## src/rtl/sr_guard_pkg.sv

```systemverilog
// Shared types and the address-range rule for the status/write guard.
// Assumes the array address is at least two bits wide.
package sr_guard_pkg;
    typedef logic [1:0] bp_level_t;

    // Is the segment that the top two address bits select protected at this level?
    function automatic logic seg_protected(input bp_level_t lvl, input logic [1:0] top2);
        case (lvl)
            2'b00:   return 1'b0;
            2'b01:   return top2 == 2'b11;
            2'b10:   return top2[1];
            default: return 1'b1;
        endcase
    endfunction
endpackage

```

## src/rtl/sr_prot_map.sv

```systemverilog
// Decodes protection: tells whether the write address is in the protected
// range and whether the pin and the enable bit together lock the status register.
// Purely combinational. Assumes AW >= 2.
module sr_prot_map
    import sr_guard_pkg::*;
#(
    parameter int AW = 15
) (
    input  logic [AW-1:0] addr,
    input  bp_level_t     lvl,
    input  logic          wpen,
    input  logic          wp_n,
    output logic          hit,
    output logic          hw_lock
);
    localparam int TOP = AW - 1;

    // Compare the top two address bits against the chosen level.
    always_comb begin
        hit     = seg_protected(lvl, addr[TOP -: 2]);
        hw_lock = wpen && !wp_n;
    end
endmodule

```

## src/rtl/sr_wr_timer.sv

```systemverilog
// Timed internal write cycle: a start pulse loads WCYC, and the count runs
// down to zero. busy is high for exactly WCYC cycles, and last marks the final one.
// Assumes start is raised only while idle.
module sr_wr_timer #(
    parameter int WCYC = 8
) (
    input  logic clk,
    input  logic rst_n,
    input  logic start,
    output logic busy,
    output logic last
);
    localparam int CW = $clog2(WCYC + 1);

    logic [CW-1:0] cnt;

    // Load on start, otherwise count down to zero.
    always_ff @(posedge clk) begin
        if (!rst_n)
            cnt <= '0;
        else if (start)
            cnt <= CW'(WCYC);
        else if (cnt != '0)
            cnt <= cnt - 1'b1;
    end

    // Decode the busy and last-cycle flags from the count.
    always_comb begin
        busy = cnt != '0;
        last = cnt == CW'(1);
    end

    p_start_idle_r10: assert property (@(posedge clk) disable iff (!rst_n) start |-> !busy)
        else $error("start while busy");
    p_busy_after_start_r7: assert property (@(posedge clk) disable iff (!rst_n) start |=> busy)
        else $error("busy did not rise");
endmodule

```

## src/rtl/sr_state.sv

```systemverilog
// Holds the write-enable latch, the block-protect level and protect-enable.
// Decides whether each write strobe is taken. Ignores strobes while busy,
// and clears the latch on the last cycle of a write. Assumes one strobe per cycle.
module sr_state
    import sr_guard_pkg::*;
#(
    parameter logic [2:0] NV_RESET = 3'b000
) (
    input  logic       clk,
    input  logic       rst_n,
    input  logic       cmd_wren,
    input  logic       cmd_wrdi,
    input  logic       cmd_wrsr,
    input  logic       cmd_write,
    input  logic [7:0] sr_wdata,
    input  logic       busy,
    input  logic       last,
    input  logic       hit,
    input  logic       hw_lock,
    output logic       wel,
    output bp_level_t  lvl,
    output logic       wpen,
    output logic       start
);
    logic sr_take;
    logic arr_take;

    // Accept decision for the two write kinds.
    always_comb begin
        sr_take  = cmd_wrsr  && wel && !busy && !hw_lock;
        arr_take = cmd_write && wel && !busy && !hit;
        start    = sr_take || arr_take;
    end

    // Write-enable latch: set/clear while idle, drop at the end of a cycle.
    always_ff @(posedge clk) begin
        if (!rst_n)
            wel <= 1'b0;
        else if (busy) begin
            if (last)
                wel <= 1'b0;
        end else if (cmd_wrdi)
            wel <= 1'b0;
        else if (cmd_wren)
            wel <= 1'b1;
    end

    // Non-volatile bits, loaded by a taken status write.
    always_ff @(posedge clk) begin
        if (!rst_n) begin
            wpen <= NV_RESET[2];
            lvl  <= NV_RESET[1:0];
        end else if (sr_take) begin
            wpen <= sr_wdata[7];
            lvl  <= sr_wdata[3:2];
        end
    end

    p_one_cmd: assert property (@(posedge clk) disable iff (!rst_n)
        $onehot0({cmd_wren, cmd_wrdi, cmd_wrsr, cmd_write}))
        else $error("more than one strobe");
    p_wel_end_r8: assert property (@(posedge clk) disable iff (!rst_n) $fell(busy) |-> !wel)
        else $error("latch survived write cycle");
    p_wrdi_r4: assert property (@(posedge clk) disable iff (!rst_n) (cmd_wrdi && !busy) |=> !wel)
        else $error("latch-clear ignored");
endmodule

```

## src/rtl/eeprom_status_guard.sv

```systemverilog
// Top of the status register and write guard. Joins the protection decoder,
// the state registers and the write-cycle timer, and forms the status byte.
// Assumes the command engine raises at most one strobe per cycle.
module eeprom_status_guard
    import sr_guard_pkg::*;
#(
    parameter int         AW       = 15,
    parameter int         WCYC     = 8,
    parameter logic [2:0] NV_RESET = 3'b000
) (
    input  logic          clk,
    input  logic          rst_n,
    input  logic          cmd_wren,
    input  logic          cmd_wrdi,
    input  logic          cmd_wrsr,
    input  logic          cmd_write,
    input  logic [AW-1:0] wr_addr,
    input  logic [7:0]    sr_wdata,
    input  logic          wp_n,
    output logic [7:0]    status_byte,
    output logic          wr_allow,
    output logic          busy
);
    logic      wel, wpen, hit, hw_lock, start, last;
    bp_level_t lvl;

    sr_prot_map #(.AW(AW)) u_map (
        .addr(wr_addr), .lvl(lvl), .wpen(wpen), .wp_n(wp_n),
        .hit(hit), .hw_lock(hw_lock)
    );

    sr_state #(.NV_RESET(NV_RESET)) u_state (
        .clk(clk), .rst_n(rst_n),
        .cmd_wren(cmd_wren), .cmd_wrdi(cmd_wrdi),
        .cmd_wrsr(cmd_wrsr), .cmd_write(cmd_write),
        .sr_wdata(sr_wdata), .busy(busy), .last(last),
        .hit(hit), .hw_lock(hw_lock),
        .wel(wel), .lvl(lvl), .wpen(wpen), .start(start)
    );

    sr_wr_timer #(.WCYC(WCYC)) u_timer (
        .clk(clk), .rst_n(rst_n), .start(start), .busy(busy), .last(last)
    );

    // Status byte as read, and the array-write permission for wr_addr.
    always_comb begin
        status_byte = busy ? 8'hFF : {wpen, 3'b000, lvl, wel, 1'b0};
        wr_allow    = wel && !busy && !hit;
    end

    p_lock_r6: assert property (@(posedge clk) disable iff (!rst_n)
        (cmd_wrsr && !wp_n && wpen) |=> $stable({wpen, lvl}))
        else $error("locked status register changed");
    p_prot_r5: assert property (@(posedge clk) disable iff (!rst_n)
        (cmd_write && hit && !busy) |=> !busy)
        else $error("protected write started a cycle");
    p_reject_r9: assert property (@(posedge clk) disable iff (!rst_n)
        (cmd_write && !wel && !busy) |=> (!busy && !wel))
        else $error("write without latch was taken");
endmodule

```

## config.mk

```make
export PLATFORM = sky130hd
export DESIGN_NAME = eeprom_status_guard
export DESIGN_NICKNAME = d
export VERILOG_FILES = /design/src/rtl/sr_guard_pkg.sv /design/src/rtl/sr_prot_map.sv /design/src/rtl/sr_wr_timer.sv /design/src/rtl/sr_state.sv /design/src/rtl/eeprom_status_guard.sv
export SDC_FILE = /design/constraint.sdc
export NUM_CORES = 1
export LEC_CHECK = 0
export BUFFER_PORTS_ARGS = -buffer_cell sky130_fd_sc_hd__buf_4
export CAP_MARGIN = 20
export CORE_UTILIZATION = 35
export CTS_CLUSTER_DIAMETER = 100
export DETAILED_ROUTE_END_ITERATION = 7
export GPL_TIMING_DRIVEN = 0
export HOLD_SLACK_MARGIN = 0.1
export PLACE_DENSITY = 0.72
export SLEW_MARGIN = 5
export SYNTH_ARGS = -nofsm -noshare
export SYNTH_HDL_FRONTEND = slang
export SYNTH_SLANG_ARGS = --single-unit
```

## constraint.sdc

```tcl
create_clock -name clk -period 1.7 [get_ports clk]
set_input_delay 0.34 -clock clk [delete_from_list [all_inputs] [get_ports clk]]
set_output_delay 0.34 -clock clk [all_outputs]
set_load 0.005 [all_outputs]
```

* Word level (Yosys, flattened, before mapping) *
Cells that the tools add are included.
Widths: inputs -> output; s select.

word-level totals
  register bits after elaboration = 8
  input bits = 30
  output and inout bits = 10
  logic and storage cells = 40

cells by class
  $add $sub $neg = 1
  eq/ne operators = 5
  muxes and demuxes = 8
  bitwise gates (word level) = 1
  reductions and logical operators = 20

operators with widths
  kind                 number
  $logic_and 1x1->1    9
  $mux 4               2
  $mux 8               1
  $eq 2x2->1 const B   2
  $eq 4x1->1 const B   1
  $logic_not 1->1      4
  $mux 1               4
  $reduce_bool 4->1    1
  $sub 4x1->4 const B  1
  $pmux 1 s3           1
  $reduce_bool 3->1    1
  $eq 2x1->1 const B   1
  $logic_not 2->1      1
  $ne 2x1->1 const B   1
  $reduce_and 2->1     1
  $reduce_bool 2->1    1
  $reduce_or 2->1      1
  $logic_or 1x1->1     1
  $not 1->1            1

* Logic depth before layout (Yosys ltp) *
  depth in word-level cells = 6
  mapped depth = 6
  gate-level depth less buffers = 5

* Cells and area by module *
From an unflattened synthesis, not the netlist that was laid out.

unflattened totals
  cell total of the unflattened synthesis = 58
  area total of the unflattened synthesis = 508.0 um^2

by module, submodules not included
  module               instances  cells each  area each (um^2)  seq. area each (um^2)
  sr_wr_timer          1          24          225.2             80.1
  sr_state             1          21          200.2             80.1
  eeprom_status_guard  1          9           62.6              0.0
  sr_prot_map          1          4           20.0              0.0

* Worst setup path after synthesis *
OpenSTA, ideal clock, no wires.

  path type = flip-flop to output port
  from = reg u_timer.cnt[0]
  to = out status_byte[1]
  data arrival time = 1210 ps
  required time = 1360 ps
  path slack = 150 ps
  stages on the path, launching flop included = 6
  buffers on the path = 1
  path through = dfxtp_1 -> inv_1 -> ha_1 -> nor3b_4 -> buf_6 -> or2b_1

between the ends
  longest elaborated chain between the ends = 2

RTL lines
  element                   line                       source
  start: declaration        sr_wr_timer.sv:15          logic [CW-1:0] cnt;
  start signal: assignment  sr_wr_timer.sv:22          cnt <= CW'(WCYC);
  start signal: assignment  sr_wr_timer.sv:24          cnt <= cnt - 1'b1;
  $reduce_bool 4->1         sr_wr_timer.sv:29          busy = cnt != '0;
  $mux 8                    eeprom_status_guard.sv:47  status_byte = busy ? 8'hFF : {wpen, 3'b000, lvl, wel, 1'b0};
  end: declaration          eeprom_status_guard.sv:20  output logic [7:0] status_byte,

Every way passes these cells.

* Worst setup path after layout *
Same ends and word-level chain as after synthesis.

==> results.json <==
{
  "drcViolationCount": 0,
  "p_switching_mw": 0.561,
  "clockRootBuffer": "clkbuf_4",
  "htreeDepth": 1,
  "clk_pin_slew_ns": 0.06,
  "ys_ff_latch": 8,
  "overflow": 0,
  "layout-drive-gt1-share_pct": 45.7,
  "dieHeight_um": 40.9,
  "yosys.area.top_type": "dfxtp_1",
  "grt_pass1_vias": 436,
  "avgViaCountPerCell": 4.86,
  "p_leak_nw": 0.388,
  "grt_pass1_wl_um": 1810,
  "grt_max_degree": 11,
  "nFillCells": 127,
  "period_needed_ns": 1.86,
  "cp-start-kind": "flop",
  "slew_headroom_pct": 66.3,
  "reg2reg_depth": 7,
  "gp_congestion": 0.734,
  "power_frac_clock_pct": 9.2,
  "skew_ns": 0.00521,
  "drt-pass1-iter-count": 4,
  "synth.area.top_cells": "dfxtp_1 (30%), mux2i_1 (11%), buf_4 (5.7%)",
  "cp_cell_sequence": "inv_4, ha_4, nor3b_4, buf_6, or2b_1, buf_4",
  "via_count": 530,
  "synth_top_cell_area_share_pct": 30.2,
  "required_ns": 1.36,
  "holdWs_ns": 0.331,
  "status": "finished, violations left",
  "port-buffer-count": 21,
  "drt-initial-drc-count": 11,
  "p_per_area_mw_per_mm2": 2040,
  "tns_ns": -1.09,
  "maxCapViolCount": 0,
  "fmax_mhz": 536,
  "setup_viol": 9,
  "synth.net_count": 95,
  "rsz0062_at_grt": "yes",
  "min_path_cells": 3,
  "cts_max_path_buffers": 2,
  "async_flop_share_pct": 0,
  "grt.total_usage_pct": 17.4,
  "num_antenna_cells": 0,
  "ir_worst_vdd_mv": 1.07,
  "avgSynthCellArea_um2": 8.42,
  "synthCells": 63,
  "hold_viol_final": 0,
  "path_depth": 6,
  "synth_edf_count": 0,
  "cts_tree": "yes",
  "crit_buf_inv": 3,
  "ys_seq_area_share_pct": 30.2,
  "cp_max_fo": 6,
  "synth_area_um2": 531,
  "arrival_ns": 1.52,
  "netlist-cell-type-count": 24,
  "internal-power_mw": 1.08,
  "synth_common_cells": "dfxtp_1 (8), nand2_1 (8), mux2i_1 (6), inv_1 (5), buf_4 (4)",
  "path_delay_family": "simple AND/OR/NAND/NOR gates",
  "violations": "negative setup slack",
  "core-area_mm2": 0.00135,
  "seqCellArea_um2": 165,
  "start_util_pct": 39.3,
  "drt_wl_total_um": 1260,
  "antenna_found_initial": 0,
  "clock_latency_ns": 0.26,
  "chipWidth_um": 40.9,
  "fin_nets": 128,
  "drv_slew": 0,
  "final.period_utilization_pct": 110,
  "wl_per_cell_um": 11.6,
  "seqPwrFrac_pct": 18.7,
  "combPwrFrac_pct": 72.1,
  "switching_share_pct": 34.1,
  "endpoint_kind": "output port",
  "ioPinCount": 40,
  "yosys_warnings": 0,
  "slowest_delay_ns": 0.35,
  "numClockSinks": 8,
  "multiInputGateArea_um2": 319,
  "synthFlopType": "dfxtp_1",
  "critical_path.slowest_cell": "dfxtp_4",
  "row_count": 13,
  "area_delta_synth_final_pct": 51.9,
  "min_path_type": "input pin to flop",
  "numCtsBuffers": 3,
  "postRouteAntennaNets": 0,
  "dp_hpwl_um": 883,
  "setup_slack_ns": -0.164,
  "tightest_slew_ns": 0.506,
  "worstSetupPathType": "flop to output port",
  "die_area_mm2": 0.00168
}
[timing repair]
item | CTS | global route
hold buffers | 0 | 0
pin swaps | 2 | 1
buffers inserted | 5 | 2
resized for setup | 7 | 3
endpoints found under the setup margin | 10 | 10
hold endpoints to repair | 0 | 0
[power by group through the flow]
stage               clock, mW  sequential [mW]  combinational (mW)
finish                  0.151            0.308                1.18
global route            0.165            0.318                1.31
CTS                     0.156            0.302                1.11
detailed placement          0            0.303               0.960
global placement            0            0.303               0.943
floorplan                   0            0.290               0.590
[cells by family (layout without fill, tap and decap cells)]
| logic type | count (synthesis) | count (layout) | share of synthesized area [%] |
|---|---|---|---|
| adders and majority gates | 2 | 2 | 4.72 |
| AOI/OAI and AO/OA | 9 | 9 | 11.6 |
| buffers and inverters | 11 | 42 | 12.0 |
| and+or+nand+nor | 27 | 27 | 30.2 |
| DFF | 8 | 8 | 30.2 |
| muxes | 6 | 6 | 11.3 |
[stage by stage]
step	util, %	instance area [um^2]	setup slack [ns]	power, mW	cells
after global placement	52.4	707	-0.106	1.25	99
after CTS	58.1	785	-0.180	1.57	107
after global routing	59.7	806	-0.225	1.79	109
after detailed placement	52.4	707	-0.118	1.26	99
after floorplan	-	531	0.150	0.880	63
final	59.7	806	-0.164	1.64	109
[path summary, 6_finish.rpt]
| check | start | to | slack, ns |
|---|---|---|---|
| worst max-delay path | u_timer.cnt[0] | status_byte[1] | -0.16 |
| worst min-delay path | sr_wdata[3] | u_state.lvl[1] | 0.33 |
| worst min register to register | u_state.lvl[0] | u_state.lvl[0] | 0.48 |
| worst max register to register | u_timer.cnt[0] | u_timer.cnt[1] | 0.25 |
[per-layer routing]
layer,vias up,part of all wire [%],track usage (%)
li1,278,-,-
met1,228,47,21.6
met2,22,45,25.4
met3,2,7.1,6.52
met4,0,1.0,10.0
met5,-,0,0
[final cells by class]
class | instances | share of cell area (%)
buffer | 6 | 5.59
clock buffer | 3 | 2.80
inverter | 5 | 2.64
multi-input combinational | 44 | 39.6
sequential | 8 | 20.5
tap | 15 | 2.33
timing repair buffer | 28 | 26.6
[placed cells by master, fill, tap and decap left out, drive strengths merged]
cell	Yosys	layout
nand2	8	8
ha	2	2
dfxtp	8	8
mux2i	6	6
nor2	2	2
a21oi	3	3
inv	5	5
and3	1	1
nor3	3	3
a222oi	1	1
o211a	1	1
o22ai	2	2
o21ai	1	1
buf	5	33
nand3	2	2
nand2b	3	3
nand3b	1	1
and4	2	2
nor3b	1	1
or2b	3	3
nor2b	1	1
a22o	1	1
clkbuf	1	4
[worst register-to-register path: stages (launching register included)]
cell and delay, ns:
dfxtp_4 0.35, inv_4 0.05, ha_4 0.13, nor3b_4 0.23, buf_6 0.15, buf_4 0.13, mux2i_1 0.20, o211a_1 0.16
[sequential cells by signal, indices dropped and copies added (netlist names)]
name	flops
u_timer.cnt	4
u_state.lvl	2
u_state.wpen	1
u_state.wel	1
Note: power is estimated with default switching activity, not from simulation.
